[src/rtl/mbx_pkg.sv]
package mbx_pkg;

    typedef enum logic [2:0] {
        ACC_NONE = 3'd0,
        ACC_IN   = 3'd1,
        ACC_OUT  = 3'd2,
        ACC_MASK = 3'd3,
        ACC_FLAG = 3'd4
    } acc_kind_e;

    localparam int NUM_PORTS = 2;

endpackage

[src/rtl/mbx_decode.sv]
module mbx_decode
    import mbx_pkg::*;
#(
    parameter int ADDR_W  = 6,
    parameter int NUM_BOX = 4,
    parameter int IDX_W   = $clog2(NUM_BOX)
) (
    input  logic              sel_n,
    input  logic [ADDR_W-1:0] addr,
    output acc_kind_e         kind,
    output logic [IDX_W-1:0]  idx
);

    localparam logic [ADDR_W-1:0] OUT_BASE = ADDR_W'(NUM_BOX);
    localparam logic [ADDR_W-1:0] MASK_OFF = ADDR_W'(2 * NUM_BOX);
    localparam logic [ADDR_W-1:0] FLAG_OFF = ADDR_W'(2 * NUM_BOX + 1);

    always_comb begin
        kind = ACC_NONE;
        idx  = '0;
        if (!sel_n) begin
            if (addr < OUT_BASE) begin
                kind = ACC_IN;
                idx  = IDX_W'(addr);
            end else if (addr < MASK_OFF) begin
                kind = ACC_OUT;
                idx  = IDX_W'(addr - OUT_BASE);
            end else if (addr == MASK_OFF) begin
                kind = ACC_MASK;
            end else if (addr == FLAG_OFF) begin
                kind = ACC_FLAG;
            end
        end
    end

    // a deselected port never decodes to a register
    always_comb begin
        if (sel_n) assert_deselect_none_R2: assert (kind == ACC_NONE);
    end

endmodule

[src/rtl/mbx_irq_ctrl.sv]
module mbx_irq_ctrl #(
    parameter int NUM_BOX = 4
) (
    input  logic               clk,
    input  logic               rst_n,
    input  logic [NUM_BOX-1:0] set_vec,
    input  logic [NUM_BOX-1:0] clr_vec,
    input  logic               mask_we,
    input  logic [NUM_BOX-1:0] mask_wdata,
    output logic [NUM_BOX-1:0] flags_o,
    output logic [NUM_BOX-1:0] mask_o,
    output logic               irq_n_o
);

    typedef struct packed {
        logic [NUM_BOX-1:0] flags;
        logic [NUM_BOX-1:0] mask;
        logic               irq_n;
    } irq_state_t;

    irq_state_t st_d, st_q;

    always_comb begin
        st_d = st_q;
        // clears first, then sets: a coincident set survives
        st_d.flags = (st_q.flags & ~clr_vec) | set_vec;
        if (mask_we) st_d.mask = mask_wdata;
        st_d.irq_n = ~|(st_d.flags & ~st_d.mask);
    end

    always_ff @(posedge clk) begin
        if (!rst_n) begin
            st_q.flags <= '0;
            st_q.mask  <= '1;
            st_q.irq_n <= 1'b1;
        end else begin
            st_q <= st_d;
        end
    end

    assign flags_o = st_q.flags;
    assign mask_o  = st_q.mask;
    assign irq_n_o = st_q.irq_n;

    genvar gb;
    for (gb = 0; gb < NUM_BOX; gb++) begin : g_bit_chk
        assert_set_wins_R6: assert property (@(posedge clk) disable iff (!rst_n)
            set_vec[gb] |=> flags_o[gb]);
        assert_read_clears_R5: assert property (@(posedge clk) disable iff (!rst_n)
            (clr_vec[gb] && !set_vec[gb]) |=> !flags_o[gb]);
        assert_flag_holds_R4: assert property (@(posedge clk) disable iff (!rst_n)
            (!clr_vec[gb] && !set_vec[gb]) |=> $stable(flags_o[gb]));
    end

    assert_mask_holds_R7: assert property (@(posedge clk) disable iff (!rst_n)
        !mask_we |=> $stable(mask_o));
    assert_irq_level_R8: assert property (@(posedge clk) disable iff (!rst_n)
        irq_n_o == !(|(flags_o & ~mask_o)));

endmodule

[src/rtl/dual_mailbox_irq.sv]
module dual_mailbox_irq
    import mbx_pkg::*;
#(
    parameter int DATA_W  = 16,
    parameter int ADDR_W  = 6,
    parameter int NUM_BOX = 4
) (
    input  logic              clk,
    input  logic              rst_n,
    input  logic              a_mb_sel_n,
    input  logic              a_rd,
    input  logic              a_wr,
    input  logic [ADDR_W-1:0] a_addr,
    input  logic [DATA_W-1:0] a_wdata,
    output logic [DATA_W-1:0] a_rdata,
    output logic              a_irq_n,
    input  logic              b_mb_sel_n,
    input  logic              b_rd,
    input  logic              b_wr,
    input  logic [ADDR_W-1:0] b_addr,
    input  logic [DATA_W-1:0] b_wdata,
    output logic [DATA_W-1:0] b_rdata,
    output logic              b_irq_n
);

    localparam int IDX_W = $clog2(NUM_BOX);
    localparam logic [ADDR_W-1:0] FIRST_UNUSED = ADDR_W'(2 * NUM_BOX + 2);

    // per-port views of the pins
    logic [NUM_PORTS-1:0]             sel_n_w, rd_w, wr_w, irq_n_w;
    logic [NUM_PORTS-1:0][ADDR_W-1:0] addr_w;
    logic [NUM_PORTS-1:0][DATA_W-1:0] wdata_w;
    logic [NUM_PORTS-1:0][IDX_W-1:0]  idx_w;
    acc_kind_e                        kind_w [NUM_PORTS];

    logic [NUM_PORTS-1:0][NUM_BOX-1:0] set_w, clr_w, flags_w, mask_w;
    logic [NUM_PORTS-1:0]              mask_we_w;

    assign sel_n_w = {b_mb_sel_n, a_mb_sel_n};
    assign rd_w    = {b_rd, a_rd};
    assign wr_w    = {b_wr, a_wr};
    assign addr_w  = {b_addr, a_addr};
    assign wdata_w = {b_wdata, a_wdata};

    typedef struct packed {
        logic [NUM_PORTS-1:0][NUM_BOX-1:0][DATA_W-1:0] box;   // box[p] is written by port p
        logic [NUM_PORTS-1:0][DATA_W-1:0]              rdata;
    } core_t;

    core_t core_d, core_q;

    genvar gp;
    for (gp = 0; gp < NUM_PORTS; gp++) begin : g_port
        localparam int OP = NUM_PORTS - 1 - gp;

        mbx_decode #(
            .ADDR_W (ADDR_W),
            .NUM_BOX(NUM_BOX),
            .IDX_W  (IDX_W)
        ) u_dec (
            .sel_n(sel_n_w[gp]),
            .addr (addr_w[gp]),
            .kind (kind_w[gp]),
            .idx  (idx_w[gp])
        );

        mbx_irq_ctrl #(
            .NUM_BOX(NUM_BOX)
        ) u_irq (
            .clk       (clk),
            .rst_n     (rst_n),
            .set_vec   (set_w[gp]),
            .clr_vec   (clr_w[gp]),
            .mask_we   (mask_we_w[gp]),
            .mask_wdata(wdata_w[gp][NUM_BOX-1:0]),
            .flags_o   (flags_w[gp]),
            .mask_o    (mask_w[gp]),
            .irq_n_o   (irq_n_w[gp])
        );

        // flag set at this port comes from the other port's outgoing write
        always_comb begin
            set_w[gp] = '0;
            clr_w[gp] = '0;
            if (wr_w[OP] && kind_w[OP] == ACC_OUT) set_w[gp][idx_w[OP]] = 1'b1;
            if (rd_w[gp] && kind_w[gp] == ACC_IN)  clr_w[gp][idx_w[gp]] = 1'b1;
        end

        assign mask_we_w[gp] = wr_w[gp] && (kind_w[gp] == ACC_MASK);

        assert_unused_read_zero_R9: assert property (@(posedge clk) disable iff (!rst_n)
            (!sel_n_w[gp] && rd_w[gp] && addr_w[gp] >= FIRST_UNUSED) |=> core_q.rdata[gp] == '0);
        assert_idle_rdata_zero_R10: assert property (@(posedge clk) disable iff (!rst_n)
            !(rd_w[gp] && !sel_n_w[gp]) |=> core_q.rdata[gp] == '0);
        assert_in_write_ignored_R9: assert property (@(posedge clk) disable iff (!rst_n)
            (wr_w[gp] && kind_w[gp] == ACC_IN && !(wr_w[OP] && kind_w[OP] == ACC_OUT))
            |=> $stable(core_q.box[OP]));
        assert_deselect_keeps_box_R2: assert property (@(posedge clk) disable iff (!rst_n)
            (sel_n_w[gp] && !(wr_w[OP] && !sel_n_w[OP])) |=> $stable(core_q.box));
    end

    always_comb begin
        logic pi;
        logic oi;
        core_d = core_q;
        for (int p = 0; p < NUM_PORTS; p++) begin
            pi = 1'(p);
            oi = ~pi;
            core_d.rdata[pi] = '0;
            if (rd_w[pi]) begin
                unique case (kind_w[pi])
                    ACC_IN:   core_d.rdata[pi] = core_q.box[oi][idx_w[pi]];
                    ACC_OUT:  core_d.rdata[pi] = core_q.box[pi][idx_w[pi]];
                    ACC_MASK: core_d.rdata[pi] = DATA_W'(mask_w[pi]);
                    ACC_FLAG: core_d.rdata[pi] = DATA_W'(flags_w[pi]);
                    default:  core_d.rdata[pi] = '0;
                endcase
            end
            if (wr_w[pi] && kind_w[pi] == ACC_OUT)
                core_d.box[pi][idx_w[pi]] = wdata_w[pi];
        end
    end

    always_ff @(posedge clk) begin
        if (!rst_n) core_q <= '0;
        else        core_q <= core_d;
    end

    assign a_rdata = core_q.rdata[0];
    assign b_rdata = core_q.rdata[1];
    assign a_irq_n = irq_n_w[0];
    assign b_irq_n = irq_n_w[1];

    assert_reset_quiet_R1: assert property (@(posedge clk)
        !rst_n |=> (a_irq_n && b_irq_n && a_rdata == '0 && b_rdata == '0));

endmodule

[config.mk]
export PLATFORM = sky130hd
export DESIGN_NAME = dual_mailbox_irq
export DESIGN_NICKNAME = d
export VERILOG_FILES = /design/src/rtl/mbx_pkg.sv /design/src/rtl/mbx_decode.sv /design/src/rtl/mbx_irq_ctrl.sv /design/src/rtl/dual_mailbox_irq.sv
export SDC_FILE = /design/constraint.sdc
export NUM_CORES = 1
export LEC_CHECK = 0
export ABC_AREA = 1
export BUFFER_PORTS_ARGS = -buffer_cell sky130_fd_sc_hd__buf_2
export CORE_UTILIZATION = 59
export DETAILED_ROUTE_END_ITERATION = 6
export GPL_TIMING_DRIVEN = 0
export PLACE_DENSITY = 0.8
export REMOVE_ABC_BUFFERS = 1
export SYNTH_ARGS = -nofsm -noshare
export SYNTH_HDL_FRONTEND = slang
export SYNTH_SLANG_ARGS = --single-unit
[constraint.sdc]
create_clock -name clk -period 1.6 [get_ports clk]
set_input_delay 0.08 -clock clk [delete_from_list [all_inputs] [get_ports clk]]
set_output_delay 0.08 -clock clk [all_outputs]
set_load 0.005 [all_outputs]
======== Yosys cells after proc, flatten, opt, wreduce, memory -nomap -nowiden ========
Index checks and enable logic that the tools add are counted.
storage, ports and cells
  register bits after elaboration ......... 178
  bits of input ports ..................... 52
  logic and storage cells ................. 104
operators by class
  add/sub/neg operators ................... 2
  $lt $le $gt $ge ......................... 8
  eq/ne operators ......................... 12
  multiplexer cells ....................... 42
  bitwise logic cells ..................... 10
  reduce and logical (&&, ||, !) cells .... 14
operators by type and width
  cell                 count
  $bmux 16 s2          4
  $bwmux 64            2
  $pmux 16 s4          2
  $mux 16              6
  $demux 16 s2         2
  $mux 3               10
  $eq 6x4->1 const B   4
  $mux 4               6
  $and 4x4->4          4
  $not 4->4            4
  $eq 3x2->1 const B   4
  $lt 6x3->1 const B   2
  $lt 6x4->1 const B   2
  $mux 2               6
  $logic_and 1x1->1    8
  $or 4x4->4           2
  $reduce_or 4->1      2
  $eq 3x1->1 const B   2
  $eq 3x3->1 const B   2
  $lt 2x3->1 const B   2
  $demux 1 s2          2
  $ge 2x1->1 const B   2
  $reduce_and 2->1     2
  $sub 2x1->2 const B  2
  other kinds (2)      4

======== Depth between registers and ports, before layout ========
  word-level depth ........................ 15
  gate-level depth with buffers ........... 12
  mapped depth without buffers ............ 11

======== Cells and area by module ========
A second synthesis with hierarchy kept.
unflattened totals
  cell total of the unflattened synthesis .. 1,449
  area total of the unflattened synthesis .. 9,175.0 um^2
modules (own cells, without submodules)
  module            times used  cells each  area each (um^2)
  dual_mailbox_irq  1           1,291       8,174.1
  mbx_irq_ctrl      2           62          395.4
  mbx_decode        2           17          105.1

======== Worst setup path before layout ========
OpenSTA, ideal clock, no wires.
  kind .................................... input port to flip-flop
  from .................................... in a_addr[1]
  to ...................................... reg core_q[74] in the netlist's numbering
  library setup time ...................... 0.128 ns
  arrival ................................. 1.116 ns
  required time ........................... 1.472 ns
  slack ................................... 0.356 ns
  stages on the path ...................... 8
  cells stage by stage .................... inv_1 > nor2_2 > nand3_2 > nor2_4 > nand2_1 > clkbuf_1 > o21ai_0 > a21oi_1
on the way
  word-level cells in the longest chain between the ends .. 9
  elaborated cells between the ends (all ways) .. 21
  those cells by class .................... add/sub (1); order compare (4); eq/ne (3); mux (11); reduce/logical (2)
RTL lines
  what                                                                   RTL line                            source
  from (decl)                                                            dual_mailbox_irq.sv:13              input logic [ADDR_W-1:0] a_addr,
  $lt 6x4->1 / $sub 2x1->2 (equally long branches)                       mbx_decode.sv:25, mbx_decode.sv:27
  $mux 2                                                                 mbx_decode.sv:25                    end else if (addr < MASK_OFF) begin
  $mux 2                                                                 mbx_decode.sv:22                    if (addr < OUT_BASE) begin
  $mux 2                                                                 mbx_decode.sv:21                    if (!sel_n) begin
  $lt 2x3->1 (implied by the code) / $ge 2x1->1 (equally long branches)  dual_mailbox_irq.sv:120             core_d.box[pi][idx_w[pi]] = wdata_w[pi];
  $logic_and 1x1->1 (implied by the code)                                dual_mailbox_irq.sv:120
  $mux 16 (implied by the code)                                          dual_mailbox_irq.sv:120
  $demux 16 s2                                                           dual_mailbox_irq.sv:120
  $bwmux 64                                                              dual_mailbox_irq.sv:120
  to (signal assigned)                                                   dual_mailbox_irq.sv:126             else core_q <= core_d;
  to (decl)                                                              dual_mailbox_irq.sv:50              core_t core_d, core_q;
Several ways; a longest one is shown, not always the timed one.
A chain may end at the register's enable or synchronous reset.

======== Final worst setup path ========
  from .................................... in a_addr[1]
  to ...................................... reg core_q, in the netlist a_rdata[13]
on the way
  word-level cells in the longest chain between the ends .. 8
  elaborated cells between the ends (all ways) .. 22
  those cells by class .................... add/sub (1); order compare (2); eq/ne (6); mux (13)
RTL lines
  what                                                RTL line                 source
  branches (longest 7 deep; another with $lt 6x4->1)  -
  $pmux 16 s4 *                                       dual_mailbox_irq.sv:111  unique case (kind_w[pi])
Mark *: on every way between the ends. The select of a mux whose other input is x is not followed.

==> results.cfg <==
[drt]
wl_um = 26400
wl_per_cell_um = 17.5
vias = 8835
drt_first_pass_iters = 6
avgViaCountPerCell = 5.87
antenna_left = 0
drtIter0Drc = 1122
drc_errors = 0

[layout]
n_antenna_cell = 0
drive_gt1_share_pct = 14.2
mostFrequentLayoutCell = nand2_1
multiInputGateArea_um2 = 4120
nFillCells = 1175
register_area_um2 = 3560
area_growth_pct = 15.1
postLayoutCellArea_um2 = 9940
nets = 1366
mostFrequentLayoutCells = nand2_1 (285), a21oi_1 (191), dfxtp_1 (178), inv_1 (156), o21ai_0 (130)

[sta]
rsz0062_at_grt = yes
maxSlewViolCount = 0
fin_setup_tns_ns = -0.0530
min_period_over_period_pct = 102
slew_headroom_pct = 37.3
worstMarginPinSlew_ns = 0.939
finalSetupViolCount = 3
finalCriticalPeriod_ns = 1.64
finClkSkew_ns = 0.00592
hold_violations = 1
postLayoutSetupSlackWorst_ns = -0.0362
whs_ns = -0.00444
fmax_mhz = 611

[worst_setup_path]
startpoint_type = input port
worstPathCellList = buf_2 > inv_1 > nor2_2 > nand3_2 > nor2_2 > nand2_1 > nand4_1 > a21oi_2
crit_family = simple AND/OR/NAND/NOR gates
setup.worst_path.class = input port to flip-flop
r2r_start = core_q[144]
r2r_end = a_rdata[0]
rr_worst_depth = 8
cp-end-kind = flip-flop
slowest_delay_ns = 0.75
worst-path-stages = 8
required_ns = 1.91
cp_max_fo = 13
r2r_slack_ns = 0.51
critical_path_arrival_ns = 1.95
cp_num_buf_inv = 2
slowest_stage = nor2_2
path_common_cell = nor2_2

[job]
drv_cap = 0

[pwr]
vdd_drop_max_mv = 0.820
switching_power_mw = 2.13
clockPowerShare_pct = 43.3
intPower_mw = 6.73
pwr-share-seq_pct = 50.2
comb_power_share_pct = 6.5
finalPower_mw = 8.86
leakagePower_nw = 4.30
powerDensity_nw_per_um2 = 892
p_sw_share_pct = 24.0

[synthesis]
yosysWarnings = 0
ys_seq_area_share_pct = 41.3
synth.distinct_cells = 29
yosys.area_share.simple_pct = 23.3
synthXorXnorAreaFrac_pct = 0
syn-mean-instance-area_um2 = 6.87
synth_mux_area_share_pct = 0
syn_area_um2 = 8630
synth_top_family_by_area = simple AND/OR/NAND/NOR gates
yosys.area_share.adder_pct = 0
synth_cells = 1257
ys_seq_elements = 178
synth_compound_area_share_pct = 22.0

[run_status]
status = finished with violations
failed_checks = hold timing, setup timing

[floorplanning]
core.rowCount = 43
start_util_pct = 61.3
die-area_um2 = 15100
core_area_um2 = 14100
ios = 86
die_x_um = 123
die_h_um = 123

[clocking]
clock_path_buffers = 2
cts_tree = yes
clkLatencyLatePin_ns = 0.43
h-tree-depth = 4
clk_pin_slew_worst_paths_ns = 0.06
cts_root_buf = clkbuf_16
cts_sinks = 178
cts-buffers-inserted = 17

[hold_path]
hp-start = a_wdata[3]
min_path_type = input port to flip-flop
hold_path_depth = 3
whs_endpoint = core_q[83]

[grt]
antenna_found_initial = 0
grtUsageTotal_pct = 35.7
gr-total-overflow = 0
grt_first_pass_wirelength_um = 40700
use_met1_pct = 44.8
top_usage_layer = met2
grt_max_degree = 95
grt_pass1_vias = 7935
use_met2_pct = 57.8
gr-usage-met3_pct = 7.56

[placement]
post_dp_cell_area_um2 = 8810
place_ws_ns = -1.80
place_congestion = 0.880
io_buffer_count = 85
hpwl_um = 14600
[area by class of cell]
class / instances / share of cell area [%]
clock buffer: 23 / 4.81
sequential: 178 / 35.9
clock inverter: 7 / 0.504
multi-input combinational: 820 / 41.5
inverter: 168 / 6.34
timing repair buffer: 129 / 8.75
tap: 180 / 2.27
[kinds of logic (layout without fill, tap and decap cells)]
| group | after synthesis | count (layout) |
|---|---|---|
| and+or+nand+nor | 451 | 457 |
| buffers and inverters | 265 | 327 |
| DFF | 178 | 178 |
| AOI/OAI and AO/OA | 363 | 363 |
[metrics by stage]
step	instances	hold slack (ns)	utilization [%]
2_1_floorplan	1160	0.149	-
3_3_place_gp	1425	0.377	62.1
3_5_place_dp	1427	0.380	62.5
4_1_cts	1502	0.00285	69.9
5_1_grt	1505	0.0250	70.5
6_report	1505	-0.00444	70.5
[worst max path at each step]
| stage | end | start | slack, ns |
|---|---|---|---|
| floorplan | core_q[33] | a_addr[1] | -0.39 |
| detailed placement | core_q[143] | b_addr[4] | -1.80 |
| global route | a_rdata[10] | a_addr[1] | -0.03 |
| global placement | core_q[37] | a_addr[1] | -1.95 |
| finish | a_rdata[13] | a_addr[1] | -0.04 |
| CTS | a_rdata[3] | a_addr[0] | 0.004 |
[cells in the mapped netlist]
master | instances | share of area (%)
inv_1 | 156 | 6.8
dfxtp_1 | 178 | 41
nor3_1 | 3 | 0.17
nor2_2 | 7 | 0.51
clkbuf_1 | 38 | 1.7
nand2_2 | 3 | 0.22
buf_4 | 33 | 2.9
clkinv_1 | 2 | 0.087
nand4_2 | 2 | 0.29
o21ai_0 | 130 | 7.5
a22oi_1 | 14 | 1.2
o21ai_1 | 15 | 0.87
buf_2 | 23 | 1.3
buf_1 | 1 | 0.043
o21ai_2 | 1 | 0.10
nor2_1 | 42 | 1.8
nand3_1 | 42 | 2.4
inv_2 | 10 | 0.43
nor3_4 | 1 | 0.19
buf_6 | 2 | 0.26
o211ai_1 | 1 | 0.087
nor2_4 | 8 | 1.0
nand3b_1 | 3 | 0.26
nand2_1 | 292 | 13
a21oi_2 | 10 | 1.0
a21oi_1 | 191 | 11
nand4_1 | 44 | 3.2
nand3_2 | 4 | 0.46
o21bai_1 | 1 | 0.087
[flip-flops by register name (all words and copies together) (netlist names)]
register,flops
core_q,128
a_rdata,16
b_rdata,16
g_port.u_irq.flags_o,8
g_port.u_irq.mask_o,8
g_port.u_irq.irq_n_o,2
[repair_timing]
| action | CTS | global route |
|---|---|---|
| cloned | 6 | 0 |
| setup endpoints to repair | 170 | 130 |
| pin swaps | 7 | 2 |
| buffers inserted | 9 | 3 |
| gates resized for setup | 22 | 11 |
| hold buffers | 30 | 0 |
| hold endpoints to repair | 104 | 0 |
[per-layer routing]
layer / share of wire (%) / vias to the layer above
li1: - / 4199
met1: 39 / 3995
met2: 46 / 533
met3: 10 / 108
met4: 4.4 / 0
met5: 0 / -
[worst min-delay path: stages]
cell     delay, ns
buf_2         0.13
o21ai_0       0.10
nor2_1        0.08
[power by group through the flow]
stage / Clock [mW] / Combinational [mW] / Sequential, mW
2_1_floorplan: 0 / 0.225 / 4.55
3_3_place_gp: 0 / 0.445 / 4.55
3_5_place_dp: 0 / 0.459 / 4.55
4_1_cts: 3.84 / 0.549 / 4.45
5_1_grt: 4.04 / 0.623 / 4.45
6_report: 3.84 / 0.577 / 4.45
Power figures use the tool's default switching activity.
